## config.mk

```make
export PLATFORM = sky130hd
export DESIGN_NAME = seg_xlate
export DESIGN_NICKNAME = d
export VERILOG_FILES = /design/src/rtl/seg_pkg.sv /design/src/rtl/seg_desc_unpack.sv /design/src/rtl/seg_cache.sv /design/src/rtl/seg_check.sv /design/src/rtl/seg_xlate.sv
export SDC_FILE = /design/constraint.sdc
export NUM_CORES = 1
export LEC_CHECK = 0
export ABC_AREA = 0
export BUFFER_PORTS_ARGS = -buffer_cell sky130_fd_sc_hd__buf_2
export CAP_MARGIN = 20
export CORE_MARGIN = 2
export CORE_UTILIZATION = 60
export DETAILED_ROUTE_END_ITERATION = 10
export PLACE_DENSITY = 0.8
export SYNTH_ARGS = -nofsm -noshare
export SYNTH_HDL_FRONTEND = slang
export SYNTH_SLANG_ARGS = --single-unit
```

## constraint.sdc

```tcl
create_clock -name clk_i -period 8.5 [get_ports clk_i]
set_clock_uncertainty 0.2 [all_clocks]
set_input_delay 0.85 -clock clk_i [delete_from_list [all_inputs] [get_ports clk_i]]
set_output_delay 0.85 -clock clk_i [all_outputs]
set_load 0.01 [all_outputs]
```

## src/rtl/seg_pkg.sv

```systemverilog
package seg_pkg;
  localparam int ADDR_W = 32;
  localparam int SEL_W  = 16;
  localparam int ATTR_W = 12;
  localparam int DESC_W = 64;

  typedef enum logic [1:0] {
    SZ_BYTE  = 2'd0,
    SZ_WORD  = 2'd1,
    SZ_DWORD = 2'd2,
    SZ_ALT   = 2'd3
  } acc_size_e;

  typedef struct packed {
    logic              valid;
    logic [SEL_W-1:0]  sel;
    logic [ATTR_W-1:0] attr;
    logic [ADDR_W-1:0] base;
    logic [ADDR_W-1:0] lim;   // effective byte limit, granularity applied
  } seg_entry_t;
endpackage

```

## src/rtl/seg_desc_unpack.sv

```systemverilog
module seg_desc_unpack
  import seg_pkg::*;
(
  input  logic [SEL_W-1:0]  sel_i,
  input  logic [DESC_W-1:0] desc_i,
  output seg_entry_t        ent_o
);
  logic [19:0] raw_lim;
  logic        gran;

  assign raw_lim = {desc_i[51:48], desc_i[15:0]};
  assign gran    = desc_i[55];

  always_comb begin
    ent_o       = '0;
    ent_o.valid = 1'b1;
    ent_o.sel   = sel_i;
    ent_o.attr  = {desc_i[55:52], desc_i[47:40]};
    ent_o.base  = {desc_i[63:56], desc_i[39:16]};
    ent_o.lim   = gran ? {raw_lim, 12'hfff} : {12'h000, raw_lim};
  end
endmodule

```

## src/rtl/seg_cache.sv

```systemverilog
module seg_cache
  import seg_pkg::*;
#(
  parameter int NUM_SEG = 6,
  parameter int IDX_W   = 3
) (
  input  logic             clk_i,
  input  logic             rst_ni,
  input  logic             wr_en_i,
  input  logic [IDX_W-1:0] wr_idx_i,
  input  seg_entry_t       wr_ent_i,
  input  logic [IDX_W-1:0] rd_idx_i,
  output seg_entry_t       rd_ent_o
);
  seg_entry_t ent_q [NUM_SEG];

  for (genvar g = 0; g < NUM_SEG; g++) begin : g_ent
    always_ff @(posedge clk_i or negedge rst_ni) begin
      if (!rst_ni)                                  ent_q[g] <= '0;
      else if (wr_en_i && wr_idx_i == IDX_W'(g))    ent_q[g] <= wr_ent_i;
    end
  end

  // out-of-range index reads an all-zero (invalid) entry
  always_comb begin
    rd_ent_o = '0;
    for (int i = 0; i < NUM_SEG; i++)
      if (rd_idx_i == IDX_W'(i)) rd_ent_o = ent_q[i];
  end
endmodule

```

## src/rtl/seg_check.sv

```systemverilog
module seg_check
  import seg_pkg::*;
(
  input  logic              clk_i,
  input  logic              rst_ni,
  input  logic              acc_valid_i,
  input  seg_entry_t        ent_i,
  input  logic [ADDR_W-1:0] off_i,
  input  logic [1:0]        size_i,
  output logic              res_valid_o,
  output logic [ADDR_W-1:0] lin_addr_o,
  output logic              fault_o,
  output logic [SEL_W-1:0]  res_sel_o,
  output logic [ATTR_W-1:0] res_attr_o
);
  logic [ADDR_W:0]   span;
  logic [ADDR_W:0]   last_byte;
  logic              over;
  logic              flt;
  logic [ADDR_W-1:0] lin;

  always_comb begin
    unique case (acc_size_e'(size_i))
      SZ_BYTE: span = (ADDR_W+1)'(0);
      SZ_WORD: span = (ADDR_W+1)'(1);
      default: span = (ADDR_W+1)'(3);
    endcase
  end

  // one extra bit so accesses running past 2^32 still compare as over-limit
  assign last_byte = {1'b0, off_i} + span;
  assign over      = last_byte > {1'b0, ent_i.lim};
  assign flt       = !ent_i.valid || over;
  assign lin       = ent_i.base + off_i;

  always_ff @(posedge clk_i or negedge rst_ni) begin
    if (!rst_ni) begin
      res_valid_o <= 1'b0;
      fault_o     <= 1'b0;
      lin_addr_o  <= '0;
      res_sel_o   <= '0;
      res_attr_o  <= '0;
    end else begin
      res_valid_o <= acc_valid_i;
      fault_o     <= acc_valid_i && flt;
      if (acc_valid_i) begin
        lin_addr_o <= lin;
        res_sel_o  <= ent_i.sel;
        res_attr_o <= ent_i.attr;
      end
    end
  end
endmodule

```

## src/rtl/seg_xlate.sv

```systemverilog
module seg_xlate
  import seg_pkg::*;
#(
  parameter  int NUM_SEG = 6,
  localparam int IDX_W   = (NUM_SEG > 1) ? $clog2(NUM_SEG) : 1
) (
  input  logic              clk_i,
  input  logic              rst_ni,
  input  logic              ld_valid_i,
  input  logic [IDX_W-1:0]  ld_reg_i,
  input  logic [SEL_W-1:0]  ld_sel_i,
  input  logic [DESC_W-1:0] ld_desc_i,
  input  logic              acc_valid_i,
  input  logic [IDX_W-1:0]  acc_reg_i,
  input  logic [ADDR_W-1:0] acc_off_i,
  input  logic [1:0]        acc_size_i,
  output logic              res_valid_o,
  output logic [ADDR_W-1:0] lin_addr_o,
  output logic              fault_o,
  output logic [SEL_W-1:0]  res_sel_o,
  output logic [ATTR_W-1:0] res_attr_o
);
  seg_entry_t new_ent;
  seg_entry_t rd_ent;

  seg_desc_unpack u_unpack (
    .sel_i  (ld_sel_i),
    .desc_i (ld_desc_i),
    .ent_o  (new_ent)
  );

  seg_cache #(.NUM_SEG(NUM_SEG), .IDX_W(IDX_W)) u_cache (
    .clk_i    (clk_i),
    .rst_ni   (rst_ni),
    .wr_en_i  (ld_valid_i),
    .wr_idx_i (ld_reg_i),
    .wr_ent_i (new_ent),
    .rd_idx_i (acc_reg_i),
    .rd_ent_o (rd_ent)
  );

  seg_check u_check (
    .clk_i       (clk_i),
    .rst_ni      (rst_ni),
    .acc_valid_i (acc_valid_i),
    .ent_i       (rd_ent),
    .off_i       (acc_off_i),
    .size_i      (acc_size_i),
    .res_valid_o (res_valid_o),
    .lin_addr_o  (lin_addr_o),
    .fault_o     (fault_o),
    .res_sel_o   (res_sel_o),
    .res_attr_o  (res_attr_o)
  );
endmodule

```

== After elaboration in Yosys (flattened, before gate mapping) ==
Index checks and enable logic that the tools add are counted.
Operators by class
  $add $sub $neg: 2
  magnitude comparators: 1
  equal/unequal tests: 11
  muxes and demuxes: 8
  reduce and logical (&&, ||, !) cells: 12
Operators with widths (number)
  two-way mux 93 bit: 6
  adder 32 x 2 -> 33 bit: 1
  greater-than comparator 33 x 32 -> 1 bit: 1
  adder 32 bit: 1
  two-way mux 32 bit: 1
  == test 3 x 2 -> 1 bit (second input constant): 4
  == test 3 bit (second input constant): 4
  logical AND 1 bit: 7
  == test 3 x 1 -> 1 bit (second input constant): 2
  logical NOT 3 bit: 2
  one-hot mux 2 bit (2 select lines): 1
  == test 2 x 1 -> 1 bit (second input constant): 1
  logical NOT 2 bit: 1
  logical NOT 1 bit: 1
  logical OR 1 bit: 1
Word-level totals
  register bits: 620
  bits of input ports: 124
  output and inout bits: 62
  logic and storage cells: 69

== Depth between registers and ports, before layout ==
Gate-level depths: netlist of run 1.
  depth in word-level cells: 10
  gate-level depth with buffers: 19
  depth with buffers taken out: 19

== Hierarchy ==
From an unflattened synthesis of run 1, not the netlist that was laid out.
Unflattened totals
  cell total of the unflattened synthesis: 2534
  area total of the unflattened synthesis: 31662.9 µm²
By module, submodules not included
  seg_cache: instances 1, cells each 1825, area an instance 25453.2 µm², sequential area each 13963.4 µm²
  seg_check: instances 1, cells each 612, area an instance 5461.5 µm², sequential area each 1551.5 µm²
  seg_desc_unpack: instances 1, cells each 97, area an instance 748.2 µm², sequential area each 0.0 µm²

== Worst setup path after synthesis of run 1 ==
Ideal clock, no wire load.
  path kind: in2reg
  start point: in acc_reg_i[0]
  end point: reg u_check.lin_addr_o[30]
  library setup time: 0.125 ns
  arrival: 4.657 ns
  data required time: 8.175 ns
  setup slack: 3.518 ns
  stages on the path: 17
  path buffers: 4
  cells stage by stage: clkbuf_1 buf_2 buf_2 buf_1 mux2i_1 o21ai_0 ha_1 fa_1 a21oi_1 o211ai_2 o2bb2ai_2 a31oi_2 o31a_1 o2111a_1 o31ai_2 xor2_1 mux2_2
Between the ends
  longest elaborated chain between the ends: 8
  elaborated cells between the ends (all ways): 13
  those cells by class: add/sub (1); eq/ne (5); mux (6); reduce/logical (1)
RTL lines
  from (decl): RTL line seg_xlate.sv:14  | input logic [IDX_W-1:0] acc_reg_i,
  logical NOT 3 bit: RTL line seg_cache.sv:28  | if (rd_idx_i == IDX_W'(i)) rd_ent_o = ent_q[i];
  two-way mux 93 bit (5 in a row): RTL line seg_cache.sv:28
  two-way mux 93 bit *: RTL line seg_cache.sv:28
  adder 32 bit *: RTL line seg_check.sv:34  | assign lin = ent_i.base + off_i;
  to (signal assigned): RTL line seg_check.sv:47  | lin_addr_o <= lin;
  to (decl): RTL line seg_check.sv:11  | output logic [ADDR_W-1:0] lin_addr_o,
Mark *: on every way between the ends. The rest lies on a longest branch, timed or not.
A chain may end at the register's enable or synchronous reset.

== Final worst setup path of run 1 ==
  start point: in acc_reg_i[1]
  end point: reg u_check.lin_addr_o[30]
Same word-level chain as after synthesis.

==> impl_summary.md, run 1 <==
Layout
Compared with the post-synthesis result, the final layout area differs by 12.3%. The fraction of final layout cells with drive strength greater than 1 is 18.3%. The area taken by flip-flops and latches is 15500 um2. The utilization after layout is 67.9%. The multi-input combinational cells in the finished layout cover a total of 13200 um2. The final non-filler cell total is 3754.

The number of nets at the end of the flow is 3265. The library cell used most frequently in the layout, excluding fill and tap cells, is nand2_1. The final-layout fill cell count is 3509. The top cell types in the final layout, fill and taps aside, are nand2_1, dfrtp_1, o21ai_0.

Clocking
For this design, the CTS-stage hold fixing added 0 buffers. The clock reaches the later pin of the worst-skew pair after 620 ps. TritonCTS built the clock tree.

The clock transition at the register clock pins on the worst setup and hold paths after CTS is 60 ps. The setup fix buffers added after clock tree synthesis is 0. The H-tree depth is 3. The clock tree root buffer cell is clkbuf_16. Counting the buffers created by CTS gives 66. Counting every sink on the clock net gives 620.

Counting along the longest clock path gives a buffer depth of 3. The post-cts gate resize count is 0.

Global route
The number of global-route vias before repair is 23800. The initial antenna violation count is 12. The first-pass GRT wire length is 130000 um.

Global routing finished with a remaining overflow of 0. The maximum number of pins on one net before global-route repair is 166. In the global route stage, overall resource usage came out at 33.1%.

Yosys
The net count after synthesis is 3173. The total standard cell area after synthesis is 29400 um2. The sequential share of the synthesized area is 52.7%.

The number of enable flip-flop cells after synthesis is 0. The number of different library cells used by synthesis comes to 55. The yosys synthesis warning count is 0.

A synthesized cell averages 9.87 um2. In this run, synthesis produced a sequential element count of 620. The synthesized instance count is 2982.

The top flip-flop cell by instance count after synthesis is dfrtp_1. The async set-or-reset flop fraction in the synthesized netlist is 100%.

STA
The final hold violation count is 0. The sum of negative setup slack is 0 ps. The normalized max-slew margin is 27.5%.

The slew at the pin closest to its max-slew limit is 1090 ps. The worst path setup slack after routing is 3690 ps. Setup violations remaining at the end of the flow were counted as 0. The final critical path takes up 56.6% of the cycle. The maximum clock rate is 208 MHz. The worst path needs 4810 ps of the cycle, external delays included. Setup repair after global routing left no endpoint under its margin. The max-slew violation count came to 0.

Drt
The total wirelength of the detailed-routed design is 82600 um. For this run, the detailed router's first-pass iteration total came to 8. The vias per cell is 6.25. Dividing the detail-routed wire length by the instance count gives 22.0 um. The number of design-rule violations left by the first detailed-router iteration is 2407. The count of nets left with antenna violations once routing finished came out at 0. For this run, design rule violations remaining after detail routing come to 0. For this block, the via count after detailed routing is 23500.

Die
The overall die area is 50800 um2. The number of primary I/O pins is 186. The vertical extent of the die is 225 um. The initial utilization of the core area, before any placement, comes to 60.5%. The floorplan step set the die width to 225 um. Row generation in the floorplan step produced 81 rows.

The core box area is 48600 um2.

Setup path
The endpoint kind of the worst setup timing path is a register. The startpoint of the worst setup timing path is acc_reg_i[1]. The maximum fanout along the worst path is 32. The buffers plus inverters on the worst setup path is 2. The kind of cell with the highest combined delay along the critical path is compound AO/OA/AOI/OAI gates. The slowest stage of the critical path belongs to the cell buf_4. The highest cell delay on the worst timing path is 520 ps.

The worst register-to-register path begins at u_cache.ent_q[311]. The critical path class is in2reg. The required arrival time at the worst endpoint is 8790 ps. Data arrives at the worst endpoint at 5100 ps. The startpoint class of the critical path is an input port.

The critical path goes through buf_4 -> buf_4 -> mux4_2 -> nand2_1 -> o21ai_0 -> ha_1 -> fa_1 -> a21oi_1 -> o211ai_2 -> o2bb2ai_2 -> a31oi_2 -> o31a_1 -> o2111a_1 -> o31ai_2 -> xor2_1 -> mux2_2. By instance count, the cell type seen most on the critical path is buf_4.

Flow run
The total of max-cap violations is 0.

Placed design
The number of placed instances with taps included is 3626. The detailed placement HPWL is 50400 um. The congestion estimate from routability-driven global placement came to 0.885. The setup slack at placement is 3120 ps. The count of input and output buffers is 185.

Status
The run finished with clean final reports.

Min path
In this run the worst hold path is classified as in2async.

Power and ir drop
The design draws 8.48 mW. The static leakage is 16.0 nW. IR analysis of the VDD net gives a maximum drop of 0.185 mV. The total power divided by cell area is 257 nW/um2.
-- report_power, final --
part           leakage [nW]  switching, mW  internal [mW]
registers              7.67          0.347           3.55
clock network          1.09           1.21           1.71
logic                  7.26          0.929          0.739
-- layout make-up --
cell class	count	share of cell area, %
sequential	620	47.0
clock inverter	20	0.674
inverter	17	0.193
timing repair buffer	211	3.70
multi-input combinational	2158	40.1
clock buffer	99	5.99
tap	622	2.36
antenna	7	0.0530
-- worst paths after layout --
check,endpoint,slack [ps],cells after the start
max,u_check.lin_addr_o[30],3690,16
min,u_cache.ent_q[235],10,1
max reg2reg,u_check.lin_addr_o[30],4380,14
min reg2reg,u_cache.ent_q[557],270,1
max in group asynchronous,u_cache.ent_q[8],6750,2
min in group clk_i,u_cache.ent_q[557],270,1
-- routing by layer --
layer  track usage, %  part of all wire (%)
met2             53.0                    47
met5                0                 0.074
met3             7.73                   9.0
met4             15.1                   4.5
met1             43.3                    39
-- sequential cells by signal (all words and copies together) (netlist names) --
register / flops
u_check.res_attr_o: 12
u_check.res_valid_o: 1
u_check.res_sel_o: 16
u_check.lin_addr_o: 32
u_cache.ent_q: 558
u_check.fault_o: 1
-- logic make-up after synthesis --
logic type | Yosys count | synth area share (%)
and+or+nand+nor | 1217 | 16.2
DFF | 620 | 52.7
AOI/OAI and AO/OA | 479 | 9.53
muxes | 341 | 14.4
buffers and inverters | 204 | 2.64
adders and majority gates | 67 | 2.90
xor gates and xnor gates | 54 | 1.61
-- synth_stat cells, drive strengths merged (14+ instances only) --
cell type	instances	area, um2
a21o	17	128
a21oi	94	474
a222oi	38	380
buf	28	116
clkbuf	159	597
dfrtp	620	15500
ha	65	813
inv	17	63.8
mux2	184	2070
mux2i	110	1100
mux4	47	1060
nand2	1027	3850
nand2b	14	87.6
nand3	18	90.1
nand4	14	87.6
nor2	104	390
o21ai	284	1420
xnor2	41	359
-- through the flow --
stage                     cell area, um2  hold slack, ps
final                              33000            13.2
after global routing               33000            57.9
after CTS                          33000            44.4
after detailed placement           30800             253
after global placement             30800             244
after floorplan                    29400             228
Note: power is estimated with default switching activity, not from simulation.
==> run 2: changes to the inputs <==
--- a/config.mk
+++ b/config.mk
@@ -5,13 +5,13 @@
 export SDC_FILE = /design/constraint.sdc
 export NUM_CORES = 1
 export LEC_CHECK = 0
-export ABC_AREA = 0
+export ABC_AREA = 1
 export BUFFER_PORTS_ARGS = -buffer_cell sky130_fd_sc_hd__buf_2
 export CAP_MARGIN = 20
 export CORE_MARGIN = 2
-export CORE_UTILIZATION = 60
+export CORE_UTILIZATION = 55
 export DETAILED_ROUTE_END_ITERATION = 10
-export PLACE_DENSITY = 0.8
+export PLACE_DENSITY = 0.77
 export SYNTH_ARGS = -nofsm -noshare
 export SYNTH_HDL_FRONTEND = slang
 export SYNTH_SLANG_ARGS = --single-unit
==> constraint.sdc (replaced) <==
create_clock -name clk_i -period 4 [get_ports clk_i]
set_clock_uncertainty 0.2 [all_clocks]
set_input_delay 0.4 -clock clk_i [delete_from_list [all_inputs] [get_ports clk_i]]
set_output_delay 0.4 -clock clk_i [all_outputs]
set_load 0.01 [all_outputs]
==> impl_summary.md, run 2 <==
Setup path
The startpoint class of the critical path is an input port (unchanged). The critical path class was in2reg (unchanged). The buffers plus inverters on the worst setup path is 3 (was 2). The maximum fanout along the worst path is 3 (was 32). CP cell instances: dlygate4sd3_1 -> buf_2 -> ha_1 -> inv_1 -> fa_1 -> nor2_4 -> nand4_2 -> nor2_4 -> nand3b_4 -> nor2_4 -> nand4_2 -> nor2_2 -> xor2_1 -> ha_1 -> a21o_1 -> a21oi_1 -> and2_0 -> nand2_1 -> nor2_1 -> nand3_1 -> nand2_1 -> a21oi_1 (was buf_4 -> buf_4 -> mux4_2 -> nand2_1 -> o21ai_0 -> ha_1 -> fa_1 -> a21oi_1 -> o211ai_2 -> o2bb2ai_2 -> a31oi_2 -> o31a_1 -> o2111a_1 -> o31ai_2 -> xor2_1 -> mux2_2). The arrival time reported for the critical path endpoint is 3950 ps (was 5100 ps). The cell with the most instances on the worst path is nor2_4 (was buf_4). The highest cell delay on the worst timing path was 530 ps (was 520 ps).

The slowest stage cell on the critical path is dlygate4sd3_1 (was buf_4). The required arrival time at the worst endpoint is 4290 ps (was 8790 ps). The family of cells with the greatest summed delay on the critical path is simple AND/OR/NAND/NOR gates (was compound AO/OA/AOI/OAI gates). The endpoint kind of the worst setup timing path is a register (unchanged).

Power and ir drop
The internal cell power came to 12.3 mW (was 6.00 mW). The reported net switching power is 5.24 mW (was 2.48 mW). The static leakage is 16.7 nW (was 16.0 nW). The switching portion of total power is 29.9% (was 29.3%). The combinational fraction of design power was 19.0% (was 19.7%). The power after layout came to 17.5 mW (was 8.48 mW).

The worst vdd rail ir drop was 0.414 mV (was 0.185 mV). The clock power share came to 35.2% (was 34.4%). The sequential share of power came to 45.9% (about the same). The total power divided by cell area is 510 nW/um2 (was 257 nW/um2).

Drt
The wire length per cell came to 19.6 um (was 22.0 um). The number of design-rule violations left by the first detailed-router iteration came to 2817 (was 2407). The detailed route wirelength on metal3 came to 8610 um (was 7410 um).

The iteration count of the initial detailed-routing pass is 6 (was 8). The met2 layer wire length in the routed design is 40300 um (was 38900 um). The total wirelength of the detailed-routed design is 88700 um (was 82600 um). The number of routed nets with antenna violations is 0 (unchanged).

The wire length on met1 is 37100 um (was 32500 um). The number of remaining DRC errors came to 0 (unchanged). The uppermost layer routed is met5 (unchanged). The via count of the routed design is 26300 (was 23500). The vias per cell is 5.82 (was 6.25).

Layout
The relative area change from synthesis to final layout is 16.7% (was 12.3%). The final-layout fill cell count is 4301 (was 3509). Registers with the most flip-flops: u_cache.ent_q (558), u_check.lin_addr_o (32), u_check.res_sel_o (16) (unchanged).

The final non-filler cell total came to 4515 (was 3754). Commonest non-fill, non-tap cells in the layout: nand2_1, dfrtp_1, o21ai_0 (unchanged). The number of nets at the end of the flow came to 3964 (was 3265). The summed area of non-filler cells in the final layout is 34400 um2 (was 33000 um2). The most common cell after layout, fill and taps aside is nand2_1 (unchanged). The fraction of final layout cells with drive strength greater than 1 came to 11.5% (was 18.3%). The most flop-heavy register is u_cache.ent_q (unchanged). The utilization after layout is 65.2% (was 67.9%). The area taken by flip-flops and latches is 15500 um2 (unchanged). The area taken by multi-input logic gates is 11900 um2 (was 13200 um2). The number of flip-flops under the largest register name is 558 (unchanged).

Clocking
The number of sinks driven by the clock tree was 620 (unchanged). The H-tree depth is 2 (was 3). The setup fix buffers added after clock tree synthesis is 0 (unchanged).

The number of buffers created by CTS was 61 (was 66). The post-cts gate resize count is 0 (unchanged). The clock tree from TritonCTS is yes (unchanged). The clock transition at the register clock pins on the worst setup and hold paths after CTS is 70 ps (was 60 ps).

The clock tree root buffer cell is clkbuf_16 (unchanged). The clock tree buffer depth came to 3 (unchanged). The insertion delay of the later-clocked pin in the worst-skew pair is 670 ps (was 620 ps).

STA
The slew at the pin closest to its max-slew limit is 1180 ps (was 1090 ps). The final hold violation count is 0 (unchanged). The normalized max-slew margin is 20.3% (was 27.5%). The max-slew violation count was 0 (unchanged). Unrepaired setup endpoints after global routing: false (unchanged).

The sum of negative setup slack is 0 ps (unchanged). After layout, the minimum clock period comes to 3660 ps. The final-report setup violation count was 0 (unchanged). The final clock period utilization by the worst path is 91.5%. The maximum clock rate is 273 MHz.

Placed design
The final RePlAce weighted congestion came to 0.977 (was 0.885). The detailed placement HPWL is 56800 um (was 50400 um). The count of input and output buffers is 185 (unchanged). The total cell area at the placement stage came to 31500 um2 (was 30800 um2). The number of placed instances with taps included was 4324 (was 3626).

Yosys
The mean area per synthesized cell was 8.30 um2 (was 9.87 um2). The top flip-flop cell by instance count after synthesis is dfrtp_1 (unchanged). The most common cell in the synthesized netlist is nand2_1 (unchanged).

The fraction of synthesized cell area taken by the top area cell type is 52.7% (about the same). Most area-consuming cells after synthesis: dfrtp_1, nand2_1, o21ai_0, inv_1, ha_1 (was dfrtp_1, nand2_1, mux2_2, o21ai_0, mux2i_1). The sequential share of the synthesized area is 52.7% (about the same). The async set-or-reset flop fraction in the synthesized netlist came to 100% (unchanged). The number of unique standard cell types used by synthesis is 49 (was 55). The net count after synthesis is 3739 (was 3173). The leading area contributor after synthesis is dfrtp_1 (unchanged). The number of enable flip-flop cells after synthesis came to 0 (unchanged). Top cells by count, synth: nand2_1, dfrtp_1, o21ai_0 (unchanged). The yosys synthesis warning count is 0 (unchanged). The total standard cell area after synthesis is 29500 um2 (was 29400 um2). The count of state elements after synthesis was 620 (unchanged). The synthesized instance count is 3548 (was 2982).

Min path
The class of the tightest hold or removal check is in2reg (was in2async).

Global route
The maximum number of pins on one net before global-route repair is 116 (was 166). The first-pass GRT wire length is 140000 um (was 130000 um). The initial antenna violation count is 7 (was 12). The global-route usage over all layers came to 31.9% (was 33.1%).

The sum of overflow across all layers after global routing is 0 (unchanged). The number of global-route vias before repair is 25500 (was 23800).

Die
The starting density of the core is 55.8% (was 60.5%). The number of primary I/O pins is 186 (unchanged). The overall die area is 55400 um2 (was 50800 um2). The core box area came to 52800 um2 (was 48600 um2). The vertical extent of the die is 235 um (was 225 um). The total number of placement rows is 84 (was 81). The chip width is 235 um (was 225 um).

Flow run
The total of max-cap violations is 0 (unchanged).

Status
Run status: finished clean (unchanged).
run 2: cell types whose count changed after synthesis, sizes merged, moves of 32 or more:
cell    previous run  this run
buf               28        60
mux4              47         0
nor2             104       151
a31oi              5        51
nand2           1027      1101
a222oi            38         0
o21ai            284       553
o22ai              2        56
inv               17       337
mux2i            110         0
nand3             18        54
mux2             184         0
run 2: kinds of logic (layout without fill, tap and decap cells):
family | count (synthesis) | in the layout | share of synthesized area, %
AOI/OAI and AO/OA | 901 | 901 | 17.4
xor gates and xnor gates | 42 | 42 | 1.25
adders and majority gates | 67 | 67 | 2.90
buffers and inverters | 538 | 814 | 7.06
DFF | 620 | 620 | 52.7
other | 0 | 3 | 0
and+or+nand+nor | 1380 | 1380 | 18.8
run 2: what timing repair did:
action,CTS,global route
hold endpoints to repair,513,0
hold buffers,74,0
setup endpoints to repair,0,0
run 2: per-stage QoR:
stage               hold WS, ps  worst slack (ps)
floorplan                 -95.6               599
global placement            234               223
detailed placement          239               123
CTS                        4.23               367
global route               51.9              39.0
finish                     31.6               339
run 2: final cells by class:
type                            count  area share, %
Inverter                          337           3.70
Clock inverter                     28           1.23
Tap cell                          688           2.50
Antenna cell                        3         0.0218
Timing Repair Buffer              363           7.66
Sequential cell                   620           45.1
Clock buffer                       86           5.12
Multi-Input combinational cell   2390           34.6
run 2: power by group through the flow:
stage                     Clock [mW]  Sequential (mW)  Combinational, mW
after floorplan                    0             8.05               1.96
after global placement             0             8.08               3.12
after detailed placement           0             8.12               3.21
after CTS                       6.21             8.02               3.29
after global routing            6.46             8.16               3.77
final                           6.17             8.05               3.33
run 2: metal layers:
metal / vias up / global-route usage (%)
met4: 4 / 10.9
met1: 12700 / 44.4
met5: - / 0
li1: 12200 / -
met2: 1230 / 50.0
met3: 190 / 6.85
run 2: path summary, 6_finish.rpt:
path | endpoint | cells after the start | slack, ps | start
worst max register to register | u_check.lin_addr_o[17] | 13 | 750 | u_cache.ent_q[503]
worst min register to register | u_cache.ent_q[464] | 2 | 250 | u_cache.ent_q[464]
max in group asynchronous | u_cache.ent_q[540] | 3 | 2350 | rst_ni
worst min-delay path | u_cache.ent_q[491] | 3 | 30 | ld_desc_i[14]
min in group asynchronous | u_check.res_sel_o[9] | 2 | 220 | rst_ni
worst max-delay path | u_check.fault_o | 22 | 340 | acc_off_i[0]
run 2: worst register-to-register path, delay by kind of cell, from the launching register on:
family,cells,cell delay [ps]
AO/OA/AOI/OAI,4,830
AND/OR/NAND/NOR,6,820
adder cells (fa/ha/maj),1,510
flip-flops,1,380
buffers and inverters,1,180
XOR/XNOR,1,180
